===== src/rtl/spc_pkg.sv =====
package spc_pkg;

  localparam int IW       = 16;
  localparam int OPND_BIT = 8;

  localparam logic [IW-1:0] OP_DUP     = 16'h0001;
  localparam logic [IW-1:0] OP_ADD     = 16'h0010;
  localparam logic [IW-1:0] OP_DBL     = 16'h0018;
  localparam logic [IW-1:0] OP_SWIN    = 16'h0037;
  localparam logic [IW-1:0] OP_SHOW    = 16'h0038;
  localparam logic [IW-1:0] OP_JMP     = 16'h0101;
  localparam logic [IW-1:0] OP_JBTN_LO = 16'h0109;
  localparam logic [IW-1:0] OP_JBTN_HI = 16'h010D;

  localparam logic [5:0] FS_ADD = 6'h10;
  localparam logic [5:0] FS_DBL = 6'h18;

  localparam logic [1:0] MSEL_FU = 2'b00;
  localparam logic [1:0] MSEL_SW = 2'b01;

  typedef enum logic [1:0] {
    ST_FETCH = 2'd0,
    ST_EXEC  = 2'd1,
    ST_EXF   = 2'd2
  } ctl_st_e;

  // Fixed program image; unlisted addresses read zero.
  function automatic logic [IW-1:0] prog_word(input logic [IW-1:0] addr);
    logic [IW-1:0] w;
    case (addr)
      16'd0:   w = OP_SWIN;
      16'd1:   w = OP_DBL;
      16'd2:   w = OP_DUP;
      16'd3:   w = OP_DBL;
      16'd4:   w = OP_DBL;
      16'd5:   w = OP_ADD;
      16'd6:   w = OP_SHOW;
      16'd7:   w = OP_JBTN_HI;
      16'd8:   w = 16'h000B;
      16'd9:   w = OP_DBL;
      16'd10:  w = OP_SHOW;
      16'd11:  w = OP_JBTN_LO;
      16'd12:  w = 16'h0000;
      16'd13:  w = 16'h0100;
      16'd14:  w = 16'h0000;
      16'd15:  w = 16'h00FF;
      16'd16:  w = OP_DBL;
      16'd17:  w = OP_SHOW;
      16'd18:  w = OP_JBTN_HI;
      16'd19:  w = 16'h0010;
      16'd20:  w = OP_JMP;
      16'd21:  w = 16'h0000;
      default: w = '0;
    endcase
    return w;
  endfunction

  function automatic logic op_known(input logic [IW-1:0] op);
    return (op == OP_DUP) || (op == OP_ADD) || (op == OP_DBL) ||
           (op == OP_SWIN) || (op == OP_SHOW) || (op == OP_JMP) ||
           (op == OP_JBTN_LO) || (op == OP_JBTN_HI);
  endfunction

endpackage


===== src/rtl/spc_rst_sync.sv =====
module spc_rst_sync #(
  parameter int STAGES = 2
) (
  input  logic clk,
  input  logic rst_n,
  output logic rst_sync_n
);

  logic [STAGES-1:0] sh_q;
  logic [STAGES-1:0] sh_d;

  always_comb begin
    sh_d = {sh_q[STAGES-2:0], 1'b1};
  end

  always_ff @(posedge clk or negedge rst_n) begin
    if (!rst_n) begin
      sh_q <= '0;
    end else begin
      sh_q <= sh_d;
    end
  end

  assign rst_sync_n = sh_q[STAGES-1];

endmodule


===== src/rtl/spc_fetch.sv =====
module spc_fetch #(
  parameter int PROG_DEPTH = 32
) (
  input  logic                   clk,
  input  logic                   rst_n,
  input  logic                   iload,
  input  logic                   pload,
  input  logic                   pinc,
  output logic [spc_pkg::IW-1:0] pc_q,
  output logic [spc_pkg::IW-1:0] ir_q,
  output logic [spc_pkg::IW-1:0] rom_word
);
  import spc_pkg::*;

  localparam logic [IW-1:0] DEPTH_W = IW'(PROG_DEPTH);

  logic [IW-1:0] pc_d;
  logic          pc_en;

  // Program store read, combinational on the current PC
  always_comb begin
    if (pc_q < DEPTH_W) begin
      rom_word = prog_word(pc_q);
    end else begin
      rom_word = '0;
    end
  end

  always_comb begin
    pc_en = pload | pinc;
    if (pload) begin
      pc_d = rom_word;
    end else begin
      pc_d = pc_q + IW'(1);
    end
  end

  always_ff @(posedge clk or negedge rst_n) begin
    if (!rst_n) begin
      pc_q <= '0;
    end else if (pc_en) begin
      pc_q <= pc_d;
    end
  end

  always_ff @(posedge clk or negedge rst_n) begin
    if (!rst_n) begin
      ir_q <= '0;
    end else if (iload) begin
      ir_q <= rom_word;
    end
  end

endmodule


===== src/rtl/spc_ctrl.sv =====
module spc_ctrl (
  input  logic                   clk,
  input  logic                   rst_n,
  input  logic [spc_pkg::IW-1:0] ir_q,
  input  logic                   opnd_flag,
  input  logic                   btn,
  output spc_pkg::ctl_st_e       st_q,
  output logic                   iload,
  output logic                   pload,
  output logic                   pinc,
  output logic                   tload,
  output logic                   nload,
  output logic                   dload,
  output logic [1:0]             msel,
  output logic [5:0]             fsel
);
  import spc_pkg::*;

  ctl_st_e st_d;
  logic    exe;

  // Next-state logic
  always_comb begin
    case (st_q)
      ST_FETCH, ST_EXF: st_d = opnd_flag ? ST_EXEC : ST_EXF;
      ST_EXEC:          st_d = ST_FETCH;
      default:          st_d = ST_FETCH;
    endcase
  end

  always_ff @(posedge clk or negedge rst_n) begin
    if (!rst_n) begin
      st_q <= ST_FETCH;
    end else begin
      st_q <= st_d;
    end
  end

  // Decode of the held instruction
  always_comb begin
    iload = (st_q == ST_FETCH) || (st_q == ST_EXF);
    exe   = (st_q == ST_EXEC) || (st_q == ST_EXF);
    pinc  = 1'b1;
    pload = 1'b0;
    tload = 1'b0;
    nload = 1'b0;
    dload = 1'b0;
    msel  = MSEL_FU;
    fsel  = ir_q[5:0];
    if (exe) begin
      case (ir_q)
        OP_DUP:  nload = 1'b1;
        OP_ADD:  tload = 1'b1;
        OP_DBL:  tload = 1'b1;
        OP_SWIN: begin
          tload = 1'b1;
          msel  = MSEL_SW;
        end
        OP_SHOW: dload = 1'b1;
        OP_JMP: begin
          pload = 1'b1;
          pinc  = 1'b0;
        end
        OP_JBTN_LO: begin
          pload = ~btn;
          pinc  = btn;
        end
        OP_JBTN_HI: begin
          pload = btn;
          pinc  = ~btn;
        end
        default: ;
      endcase
    end
  end

endmodule


===== src/rtl/spc_datapath.sv =====
module spc_datapath #(
  parameter int DW   = 16,
  parameter int SW_W = 8
) (
  input  logic            clk,
  input  logic            rst_n,
  input  logic            tload,
  input  logic            nload,
  input  logic            dload,
  input  logic [1:0]      msel,
  input  logic [5:0]      fsel,
  input  logic [SW_W-1:0] sw,
  output logic [DW-1:0]   tos_q,
  output logic [DW-1:0]   nos_q,
  output logic [DW-1:0]   disp_q
);
  import spc_pkg::*;

  logic [DW-1:0] sw_ext;
  logic [DW-1:0] fu_out;
  logic [DW-1:0] tos_d;

  generate
    if (DW > SW_W) begin : g_zext
      assign sw_ext = {{(DW-SW_W){1'b0}}, sw};
    end else begin : g_trunc
      assign sw_ext = sw[DW-1:0];
    end
  endgenerate

  // Function unit
  always_comb begin
    case (fsel)
      FS_ADD:  fu_out = tos_q + nos_q;
      FS_DBL:  fu_out = {tos_q[DW-2:0], 1'b0};
      default: fu_out = tos_q;
    endcase
  end

  // T input multiplexer
  always_comb begin
    case (msel)
      MSEL_FU: tos_d = fu_out;
      MSEL_SW: tos_d = sw_ext;
      default: tos_d = tos_q;
    endcase
  end

  always_ff @(posedge clk or negedge rst_n) begin
    if (!rst_n) begin
      tos_q <= '0;
    end else if (tload) begin
      tos_q <= tos_d;
    end
  end

  always_ff @(posedge clk or negedge rst_n) begin
    if (!rst_n) begin
      nos_q <= '0;
    end else if (nload) begin
      nos_q <= tos_q;
    end
  end

  always_ff @(posedge clk or negedge rst_n) begin
    if (!rst_n) begin
      disp_q <= '0;
    end else if (dload) begin
      disp_q <= tos_q;
    end
  end

endmodule


===== src/rtl/spc_core.sv =====
module spc_core #(
  parameter int DW          = 16,
  parameter int SW_W        = 8,
  parameter int PROG_DEPTH  = 32,
  parameter int SYNC_STAGES = 2
) (
  input  logic            clk,
  input  logic            rst_n,
  input  logic [SW_W-1:0] sw_in,
  input  logic            btn_in,
  output logic [DW-1:0]   disp_q,
  output logic [DW-1:0]   tos_q
);
  import spc_pkg::*;

  logic          rst_sync_n;
  logic [IW-1:0] pc_q;
  logic [IW-1:0] ir_q;
  logic [IW-1:0] rom_word;
  logic [DW-1:0] nos_q;
  ctl_st_e       ctl_st;
  logic          iload, pload, pinc, tload, nload, dload;
  logic [1:0]    msel;
  logic [5:0]    fsel;

  spc_rst_sync #(.STAGES(SYNC_STAGES)) u_rst (
    .clk        (clk),
    .rst_n      (rst_n),
    .rst_sync_n (rst_sync_n)
  );

  spc_fetch #(.PROG_DEPTH(PROG_DEPTH)) u_fetch (
    .clk      (clk),
    .rst_n    (rst_sync_n),
    .iload    (iload),
    .pload    (pload),
    .pinc     (pinc),
    .pc_q     (pc_q),
    .ir_q     (ir_q),
    .rom_word (rom_word)
  );

  spc_ctrl u_ctrl (
    .clk       (clk),
    .rst_n     (rst_sync_n),
    .ir_q      (ir_q),
    .opnd_flag (rom_word[OPND_BIT]),
    .btn       (btn_in),
    .st_q      (ctl_st),
    .iload     (iload),
    .pload     (pload),
    .pinc      (pinc),
    .tload     (tload),
    .nload     (nload),
    .dload     (dload),
    .msel      (msel),
    .fsel      (fsel)
  );

  spc_datapath #(.DW(DW), .SW_W(SW_W)) u_dp (
    .clk    (clk),
    .rst_n  (rst_sync_n),
    .tload  (tload),
    .nload  (nload),
    .dload  (dload),
    .msel   (msel),
    .fsel   (fsel),
    .sw     (sw_in),
    .tos_q  (tos_q),
    .nos_q  (nos_q),
    .disp_q (disp_q)
  );

endmodule


===== config.mk =====
export PLATFORM = sky130hd
export DESIGN_NAME = spc_core
export DESIGN_NICKNAME = d
export VERILOG_FILES = /design/src/rtl/spc_pkg.sv /design/src/rtl/spc_rst_sync.sv /design/src/rtl/spc_fetch.sv /design/src/rtl/spc_ctrl.sv /design/src/rtl/spc_datapath.sv /design/src/rtl/spc_core.sv
export SDC_FILE = /design/constraint.sdc
export NUM_CORES = 1
export LEC_CHECK = 0
export ABC_CLOCK_PERIOD_IN_PS = 2880
export BUFFER_PORTS_ARGS = -buffer_cell sky130_fd_sc_hd__buf_2
export CAP_MARGIN = 20
export CORE_MARGIN = 3
export CORE_UTILIZATION = 60
export DETAILED_ROUTE_END_ITERATION = 8
export PLACE_DENSITY_LB_ADDON = 0.25
export REMOVE_ABC_BUFFERS = 1
export SLEW_MARGIN = 15
export SYNTH_ARGS = -nofsm -noshare
export SYNTH_HDL_FRONTEND = slang
export SYNTH_SLANG_ARGS = --single-unit

===== constraint.sdc =====
create_clock -name clk -period 2.88 [get_ports clk]
set_input_delay 0.144 -clock clk [delete_from_list [all_inputs] [get_ports clk]]
set_output_delay 0.144 -clock clk [all_outputs]
set_load 0.05 [all_outputs]

==> PnR_summary.wiki, run 1 <==
{| class="wikitable"
! Metric !! Value
|-
| Setup crit end kind || register
|-
| Cells traversed along the worst timing path || ha_1 -> fa_1 -> a21o_1 -> a221oi_2 -> o221a_2 -> nand2_1 -> xor2_1 -> a21o_1
|-
| Final core occ || 0.7073
|-
| Result of the run || completed
|-
| Relative area change from synthesis to final layout || 11.40%
|-
| Count of mapped cells out of synthesis || 437
|-
| Max-cap viol count || 0
|-
| Iter 0 DRT Violations || 184
|-
| Class of the most critical hold timing path || in2reg
|-
| Final weighted congestion in routability-driven placement || 0.8808
|-
| Int Power || 1.589 mW
|-
| Main area contributors after synthesis || sky130_fd_sc_hd__dfrtp_1, sky130_fd_sc_hd__mux2_2, sky130_fd_sc_hd__ha_1
|-
| Clock Sinks || 76
|-
| Die Y || 91.96 um
|-
| Post-CTS setup-driven buffer insertion count || 0
|-
| Fin crit share || 0.8388
|-
| Remaining antenna violation count || 0
|-
| Critical path data required time || 3.12 ns
|-
| Net Switching || 0.4010 mW
|-
| WL/cell || 15.83 um
|-
| Yosys warnings || 0
|-
| Cell family contributing the most delay on the critical path || compound AO/OA/AOI/OAI gates
|-
| Total clock buffers created by CTS || 9
|-
| Async S/R FF share, synth || 1.000
|-
| First drt pass iteration count || 5
|-
| Layout cell share with drive strength beyond 1 || 0.2158
|-
| FF+latch count, synth || 76
|-
| Number of standard-cell rows in the floorplan || 30
|-
| Die X-Extent || 91.96 um
|-
| Wire length after detailed routing || 9150 um
|-
| Mean instance size in the synthesized netlist || 10.14 um2
|-
| Starting utilization of the core area || 0.6349
|-
| Total count of hold-check failures in the final report || 0
|-
| EDFF count, synth || 0
|-
| Element type at the critical path start || register
|-
| Clk slew on worst S/H paths || 0.08 ns
|-
| Slowest stage cell, crit path || sky130_fd_sc_hd__dfrtp_1
|-
| PostCTS Resize Cnt || 0
|-
| Post-synthesis cell area || 4433 um2
|-
| Part of the total power dissipated in sequential elements || 0.537
|-
| Floorplan die area || 8456 um2
|-
| Core region area || 6982 um2
|-
| Max Clock Skew || 0.009210 ns
|-
| Switching power share of the total || 0.2015
|-
| Total routing usage reported by global routing || 0.2237
|-
| CTS Buffer Depth || 2
|-
| Relative slew slack || 0.4030
|-
| Data arrival, critical path || 2.66 ns
|-
| Total vias in the final route || 3487
|-
| Drc violations || 0
|-
| Number of max-slew violations in the final report || 0
|-
| Post-route worst hold slack || 0.03352 ns
|-
| Worst-path maximum fanout || 6
|-
| Internal reg-to-reg setup slack || 0.46 ns
|-
| Min cycle time layout || 2.416 ns
|-
| Setup repair after global routing missed its margin || no
|-
| Ant diodes || 0
|-
| Mean number of vias per cell || 6.033
|-
| Count of hold-fix buffers inserted at cts || 3
|-
| Crit path largest cell delay || 0.43 ns
|-
| I/O pins || 43
|-
| Largest net degree at the start of global routing || 75
|-
| Sequential area share after synthesis || 0.4290
|-
| Max Freq || 414.0 MHz
|-
| Critical path buffer and inverter count || 0
|-
| Post-route non-filler standard cell count || 578
|-
| Part of the power in the clock network || 0.448
|-
| Top-area cell type share of the netlist area || 0.4290
|-
| Summed negative setup slack over all endpoints || 0 ns
|-
| Cell count after placement || 559
|-
| Vias in the first global route || 3276
|-
| Largest area contributor in the netlist || sky130_fd_sc_hd__dfrtp_1
|-
| Relative contribution of combinational cells to total power || 0.015
|-
| Number of failing setup endpoints in the final timing report || 0
|-
| Insertion delay to the later sink of the worst-skew pair || 0.35 ns
|-
| Transition time of the tightest slew-check pin || 0.8955 ns
|-
| Sequential cell area || 1903 um2
|-
| Most instantiated flip-flop cell in the synthesis netlist || sky130_fd_sc_hd__dfrtp_1
|-
| Setup CP Type || reg2reg
|-
| DP HPWL || 6247 um
|-
| IO buf count || 42
|-
| Maximum resistive drop on vdd || 0.0002461 V
|-
| Multi-input logic area || 2396 um2
|-
| Count of different cell masters after synthesis || 61
|-
| Clock Root Buffer || sky130_fd_sc_hd__clkbuf_8
|-
| Number of fill cells || 538
|-
| Initial antenna violation count || 0
|-
| Global-route wire length before repair || 15370 um
|-
| TritonCTS clock tree || yes
|-
| Count of H-tree levels built during CTS || 3
|-
| Leakage Power || 2.276 nW
|-
| Global route overflow || 0
|-
| Total power per unit cell area || 402.9 nW/um2
|-
| Critical path's most frequent cell || sky130_fd_sc_hd__a21o_1
|-
| Net total in the final layout || 515
|}
cells in the final DEF, fill, tap and decap left out, types with 8 or more instances in the layout:
master                     synthesis  final
sky130_fd_sc_hd__dfrtp_1          76     75
sky130_fd_sc_hd__clkbuf_8          0     10
sky130_fd_sc_hd__ha_1             26     26
sky130_fd_sc_hd__nand3_1          14     14
sky130_fd_sc_hd__nor2_1           30     30
sky130_fd_sc_hd__xnor2_1          15     15
sky130_fd_sc_hd__xor2_1           10     10
sky130_fd_sc_hd__buf_2             5     42
sky130_fd_sc_hd__o21ai_0          26     26
sky130_fd_sc_hd__a21oi_1          20     20
sky130_fd_sc_hd__mux2i_1           8      8
sky130_fd_sc_hd__inv_1            12     12
sky130_fd_sc_hd__mux2_2           35     35
sky130_fd_sc_hd__nand2_1          46     46
power by group through the flow:
stage / clock, mW / combinational (mW) / sequential, mW
3_3_place_gp: 0 / 0.0287 / 1.09
5_1_grt: 0.958 / 0.0356 / 1.07
2_1_floorplan: 0 / 0.000191 / 1.10
3_5_place_dp: 0 / 0.0293 / 1.09
4_1_cts: 0.909 / 0.0320 / 1.07
6_report: 0.891 / 0.0302 / 1.07
final cells by class:
type | instances | area share
Timing Repair Buffer | 47 | 0.05168
Multi-Input combinational cell | 331 | 0.4852
Sequential cell | 76 | 0.3854
Tap cell | 96 | 0.02432
Clock inverter | 4 | 0.01495
Inverter | 12 | 0.009121
Clock buffer | 12 | 0.02939
through the flow:
| step | instance area (um2) | worst slack [ns] | power [mW] |
|---|---|---|---|
| global placement | 4690 | 0.5430 | 1.118 |
| floorplan | 4343 | 0.3808 | 1.104 |
| finish | 4938 | 0.4644 | 1.990 |
| CTS | 4938 | 0.4819 | 2.009 |
| detailed placement | 4690 | 0.5048 | 1.118 |
| global route | 4938 | 0.3121 | 2.061 |
sequential cells by signal, indices dropped and copies added, names as in the netlist:
name / flops
u_dp.nos_q: 16
u_rst.sh_q: 2
u_fetch.pc_q: 16
u_dp.tos_q: 16
u_fetch.ir_q: 8
u_dp.disp_q: 16
u_ctrl.st_q: 2
routing by layer:
metal,vias up,track usage,share of wire
li1,1667,-,-
met1,1698,0.2902,0.44
met2,104,0.3741,0.48
met3,18,0.03610,0.055
met4,0,0.09035,0.021
met5,-,0,0
Yosys cell counts, drive strengths merged, types with 2 or more instances:
library cell   n
nor3           5
a211oi         5
xnor2         15
o21ai         32
xor2          10
ha            26
dfrtp         76
nand4          7
nor2b          2
a21o           7
inv           12
o211ai         5
nor3b          3
and3           7
nor4b          2
a221oi         3
or3            2
a21oi         20
o22ai          2
mux2          35
buf            7
or4            2
o21bai         2
mux2i          8
a22oi          6
nand3         14
clkbuf        11
nor2          31
o221ai         5
o31ai          3
nand2         47
nor4           4
a31oi          2
path summary, 6_finish.rpt:
| check | from | end | depth (start not counted) |
|---|---|---|---|
| worst max-delay path | u_dp.tos_q[0]$_DFFE_PN0P_ | u_dp.tos_q[12]$_DFFE_PN0P_ | 8 |
| worst min-delay path | sw_in[6] | u_dp.tos_q[6]$_DFFE_PN0P_ | 3 |
| worst max register to register | u_dp.tos_q[0]$_DFFE_PN0P_ | u_dp.tos_q[12]$_DFFE_PN0P_ | 8 |
| worst min register to register | u_rst.sh_q[0]$_DFF_PN0_ | u_rst.sh_q[1]$_DFF_PN0_ | 0 |
| max in group asynchronous | u_rst.sh_q[1]$_DFF_PN0_ | u_dp.tos_q[3]$_DFFE_PN0P_ | 1 |
| min in group asynchronous | rst_n | u_rst.sh_q[0]$_DFF_PN0_ | 2 |
worst reg2reg max path, delay by kind of cell, from the launching register on:
kind | cells | cell delay, ns
AOI/OAI and AO/OA | 4 | 1.01
xor gates and xnor gates | 1 | 0.14
adders and majority gates | 2 | 0.66
DFF | 1 | 0.43
and+or+nand+nor | 1 | 0.06
logic make-up after synthesis:
family	share of synthesized area
flops	0.4290
buf+inv	0.03048
compound gates	0.1485
fa+ha+maj	0.07790
other cells	0.0008459
mux	0.1070
simple gates	0.1569
xor+xnor	0.04939
Power figures use the tool's default switching activity.
==> run 2: changes to the inputs <==
ABC_AREA = 1   (was not set)
ABC_CLOCK_PERIOD_IN_PS = 2300   (was 2880)
clock period = 2.3 ns   (was 2.88 ns; I/O delays follow)
==> PnR_summary.wiki, run 2 <==
{| class="wikitable"
! Metric !! Value
|-
| Fraction of the mapped netlist area in compound gates || 0.1231 (was 0.1485)
|-
| Crit path largest cell delay || 0.42 ns (was 0.43 ns)
|-
| Min cycle time layout || 1.958 ns (was 2.416 ns)
|-
| Count of mapped cells out of synthesis || 633 (was 437)
|-
| Final weighted congestion in routability-driven placement || 1.008 (was 0.8808)
|-
| Leading cell type in the layout, fill and taps excluded || sky130_fd_sc_hd__nand2_1 (was sky130_fd_sc_hd__dfrtp_1)
|-
| Mean instance size in the synthesized netlist || 7.610 um2 (was 10.14 um2)
|-
| Top library cells by usage in the layout, fill and taps aside || sky130_fd_sc_hd__nand2_1, sky130_fd_sc_hd__inv_1, sky130_fd_sc_hd__dfrtp_1 (was sky130_fd_sc_hd__dfrtp_1, sky130_fd_sc_hd__nand2_1, sky130_fd_sc_hd__buf_2)
|-
| Leading post-synthesis cells by instance count || sky130_fd_sc_hd__nand2_1, sky130_fd_sc_hd__dfrtp_1, sky130_fd_sc_hd__inv_1, sky130_fd_sc_hd__nor2_1, sky130_fd_sc_hd__nand3_1 (was sky130_fd_sc_hd__dfrtp_1, sky130_fd_sc_hd__nand2_1, sky130_fd_sc_hd__mux2_2, sky130_fd_sc_hd__nor2_1)
|-
| Setup CP Type || reg2reg (unchanged)
|-
| Hold path depth || 3 (unchanged)
|-
| Maximum resistive drop on vdd || 0.0003226 V (was 0.0002461 V)
|-
| Main area contributors after synthesis || sky130_fd_sc_hd__dfrtp_1, sky130_fd_sc_hd__nand2_1, sky130_fd_sc_hd__ha_1 (was sky130_fd_sc_hd__dfrtp_1, sky130_fd_sc_hd__mux2_2, sky130_fd_sc_hd__ha_1)
|-
| WL/cell || 13.48 um (was 15.83 um)
|-
| Worst-path maximum fanout || 4 (was 6)
|-
| TritonCTS clock tree || yes (unchanged)
|-
| Setup crit end kind || register (unchanged)
|-
| Max Freq || 510.7 MHz (was 414.0 MHz)
|-
| Multi-input logic area || 2470 um2 (was 2396 um2)
|-
| Total vias in the final route || 4221 (was 3487)
|-
| First drt pass iteration count || 5 (unchanged)
|-
| Critical path's most frequent cell || sky130_fd_sc_hd__nand2_1 (was sky130_fd_sc_hd__a21o_1)
|-
| Die X-Extent || 95.60 um (was 91.96 um)
|-
| Total power per unit cell area || 497.4 nW/um2 (was 402.9 nW/um2)
|-
| Layout cell share with drive strength beyond 1 || 0.1633 (was 0.2158)
|-
| Clk slew on worst S/H paths || 0.09 ns (was 0.08 ns)
|-
| End point of the worst hold path || u_dp.tos_q[3]$_DFFE_PN0P_ (was u_dp.tos_q[6]$_DFFE_PN0P_)
|-
| Post-synthesis cell area || 4817 um2 (was 4433 um2)
|-
| Cells traversed along the worst timing path || ha_1 -> fa_1 -> nand2_1 -> nand2_1 -> nand3b_1 -> nand2_1 -> nand2_1 -> nand2_1 -> nand2_1 -> nand3_1 -> nand2_1 -> nand2_1 (was ha_1 -> fa_1 -> a21o_1 -> a221oi_2 -> o221a_2 -> nand2_1 -> xor2_1 -> a21o_1)
|-
| Number of failing setup endpoints in the final timing report || 0 (unchanged)
|-
| Mean number of vias per cell || 5.357 (was 6.033)
|-
| Max-cap viol count || 0 (unchanged)
|-
| Top-area cell type share of the netlist area || 0.3948 (was 0.4290)
|-
| Global route overflow || 0 (unchanged)
|-
| Core region area || 7767 um2 (was 6982 um2)
|-
| Post-route non-filler standard cell count || 788 (was 578)
|-
| Total clock buffers created by CTS || 9 (unchanged)
|-
| Initial antenna violation count || 0 (unchanged)
|-
| Fin crit share || 0.8513 (was 0.8388)
|-
| Worst Min Path Start || sw_in[3] (was sw_in[6])
|-
| I/O pins || 43 (unchanged)
|-
| Most instantiated flip-flop cell in the synthesis netlist || sky130_fd_sc_hd__dfrtp_1 (unchanged)
|-
| Result of the run || completed (unchanged)
|-
| Count of H-tree levels built during CTS || 3 (unchanged)
|-
| Launching point of the worst reg2reg path || u_dp.tos_q[0]$_DFFE_PN0P_ (unchanged)
|-
| Post-synthesis adder-cell area fraction || 0.07169 (was 0.07790)
|-
| Total routing usage reported by global routing || 0.2485 (was 0.2237)
|-
| Global-route wire length before repair || 18190 um (was 15370 um)
|-
| Clock Sinks || 76 (unchanged)
|-
| Element type at the critical path start || register (unchanged)
|-
| DP HPWL || 7854 um (was 6247 um)
|-
| Xor and xnor area share after synthesis || 0.02182 (was 0.04939)
|-
| Sequential area share after synthesis || 0.3948 (was 0.4290)
|-
| Yosys warnings || 0 (unchanged)
|-
| Die Y || 95.60 um (was 91.96 um)
|-
| Number of standard-cell rows in the floorplan || 32 (was 30)
|-
| Insertion delay to the later sink of the worst-skew pair || 0.35 ns (about the same)
|-
| Relative area change from synthesis to final layout || 11.66% (was 11.40%)
|-
| Largest area contributor in the netlist || sky130_fd_sc_hd__dfrtp_1 (unchanged)
|-
| Remaining antenna violation count || 0 (unchanged)
|-
| Wire length after detailed routing || 10620 um (was 9150 um)
|-
| CTS Buffer Depth || 2 (unchanged)
|-
| Transition time of the tightest slew-check pin || 0.5036 ns (was 0.8955 ns)
|-
| Floorplan die area || 9139 um2 (was 8456 um2)
|-
| Drc violations || 0 (unchanged)
|-
| Post-CTS setup-driven buffer insertion count || 0 (unchanged)
|-
| Fraction of synthesized area in multiplexers || 0 (was 0.1070)
|-
| Starting utilization of the core area || 0.6202 (was 0.6349)
|-
| Class of the most critical hold timing path || in2reg (unchanged)
|-
| Cell count of the worst reg-to-reg path || 12 (was 8)
|-
| Vias in the first global route || 4126 (was 3276)
|-
| Async S/R FF share, synth || 1.000 (unchanged)
|-
| Relative slew slack || 0.6643 (was 0.4030)
|-
| Count of different cell masters after synthesis || 43 (was 61)
|-
| Number of max-slew violations in the final report || 0 (unchanged)
|-
| EDFF count, synth || 0 (unchanged)
|-
| Data arrival, critical path || 2.20 ns (was 2.66 ns)
|-
| Net total in the final layout || 719 (was 515)
|-
| Main combinational cell family by area after synthesis || simple AND/OR/NAND/NOR gates (unchanged)
|-
| Total count of hold-check failures in the final report || 0 (unchanged)
|-
| FF+latch count, synth || 76 (unchanged)
|-
| IO buf count || 42 (unchanged)
|-
| Sequential cell area || 1906 um2 (was 1903 um2)
|-
| Slowest stage cell, crit path || sky130_fd_sc_hd__dfrtp_1 (unchanged)
|-
| Setup WS post-layout || 0.3420 ns (was 0.4644 ns)
|-
| Clock Root Buffer || sky130_fd_sc_hd__clkbuf_8 (unchanged)
|-
| Leakage Power || 2.787 nW (was 2.276 nW)
|-
| Critical path data required time || 2.55 ns (was 3.12 ns)
|-
| Ant diodes || 0 (unchanged)
|-
| Placement Setup Slack || 0.3985 ns (was 0.5048 ns)
|-
| Cell count after placement || 768 (was 559)
|-
| Setup repair after global routing missed its margin || no (unchanged)
|-
| Largest net degree at the start of global routing || 41 (was 75)
|-
| Iter 0 DRT Violations || 191 (was 184)
|-
| Max Clock Skew || 0.01478 ns (was 0.009210 ns)
|-
| Most frequently used cell type in the post-synthesis netlist || sky130_fd_sc_hd__nand2_1 (was sky130_fd_sc_hd__dfrtp_1)
|-
| Internal reg-to-reg setup slack || 0.34 ns (was 0.46 ns)
|-
| Reg-to-reg critical path endpoint || u_dp.tos_q[10]$_DFFE_PN0P_ (was u_dp.tos_q[12]$_DFFE_PN0P_)
|-
| Synthesized-area fraction occupied by and/or/nand/nor cells || 0.2953 (was 0.1569)
|-
| Number of fill cells || 638 (was 538)
|-
| Summed negative setup slack over all endpoints || 0 ns (unchanged)
|}
==> run 2: cell types whose count changed in the layout (fill, tap and decap cells not counted), moves of 7 or more <==
| cell | before | now |
|---|---|---|
| sky130_fd_sc_hd__xnor2_1 | 15 | 5 |
| sky130_fd_sc_hd__nand3_1 | 14 | 34 |
| sky130_fd_sc_hd__nand2_1 | 46 | 204 |
| sky130_fd_sc_hd__a21o_1 | 7 | 0 |
| sky130_fd_sc_hd__a21oi_2 | 0 | 11 |
| sky130_fd_sc_hd__and3_1 | 7 | 0 |
| sky130_fd_sc_hd__inv_2 | 0 | 8 |
| sky130_fd_sc_hd__mux2_2 | 35 | 0 |
| sky130_fd_sc_hd__mux2i_1 | 8 | 0 |
| sky130_fd_sc_hd__inv_1 | 12 | 75 |
| sky130_fd_sc_hd__o21ai_1 | 6 | 33 |
==> run 2: worst max path at each step <==
stage / start / end / cells after the start
after floorplan: u_rst.sh_q[1]$_DFF_PN0_ / u_ctrl.st_q[0]$_DFF_PN0_ / 0
after global placement: u_dp.tos_q[0]$_DFFE_PN0P_ / u_dp.tos_q[8]$_DFFE_PN0P_ / 11
after detailed placement: u_dp.tos_q[0]$_DFFE_PN0P_ / u_dp.tos_q[10]$_DFFE_PN0P_ / 12
after CTS: u_dp.tos_q[0]$_DFFE_PN0P_ / u_dp.tos_q[10]$_DFFE_PN0P_ / 12
after global routing: u_dp.tos_q[0]$_DFFE_PN0P_ / u_dp.tos_q[10]$_DFFE_PN0P_ / 12
final: u_dp.tos_q[0]$_DFFE_PN0P_ / u_dp.tos_q[10]$_DFFE_PN0P_ / 12
==> run 2: power by group <==
group          switching, mW  leakage (nW)  internal [mW]  total [mW]
logic                 0.0163          1.81         0.0125      0.0288
clock network          0.532         0.129          0.764        1.30
registers             0.0130         0.843           1.34        1.35
total                  0.562          2.79           2.11        2.68
==> run 2: stage by stage <==
step / hold WS (ns) / cell area [um2] / utilization / power, mW
final: 0.01102 / 5379 / 0.6925 / 2.675
after global routing: 0.002488 / 5379 / 0.6925 / 2.775
after CTS: 0.002013 / 5369 / 0.6912 / 2.697
after detailed placement: -0.09788 / 5082 / 0.6543 / 1.402
after global placement: -0.1004 / 5082 / 0.6543 / 1.401
after floorplan: -0.1806 / 4696 / - / 1.382
==> run 2: critical path, delay by kind of cell, from the launching register on <==
family / cells / cell delay [ns]
AND/OR/NAND/NOR: 10 / 0.80
adder cells (fa/ha/maj): 2 / 0.62
flip-flops: 1 / 0.42
==> run 2: cells by family (layout without fill, tap and decap cells) <==
kind of cell / after synthesis / count (layout)
buffers and inverters: 100 / 153
and+or+nand+nor: 315 / 315
DFF: 76 / 76
other: 1 / 1
adders and majority gates: 27 / 27
AOI/OAI and AO/OA: 102 / 102
xor gates and xnor gates: 12 / 12
==> run 2: per-layer routing <==
| layer | share of wire | up-vias | wire, um | GRT usage |
|---|---|---|---|---|
| met5 | 0 | - | 0 | 0 |
| met4 | 0.010 | 0 | 107 | 0.07464 |
| met3 | 0.049 | 12 | 519 | 0.04183 |
| met2 | 0.51 | 117 | 5413 | 0.4470 |
| met1 | 0.43 | 1961 | 4578 | 0.3024 |
| li1 | - | 2131 | - | - |
==> run 2: what timing repair did <==
item	4_1_cts	5_1_grt
endpoints found under the hold margin	4	1
resized for setup	0	0
hold buffers	3	1
==> run 2: final cells by class <==
class                   count  share of cell area
clock inverters             6             0.02210
clock buffers              10             0.02559
multi-input cells         457              0.4592
inverters                  85             0.06025
repair buffers             52             0.05490
flip-flops and latches     76              0.3543
well taps                 102             0.02373
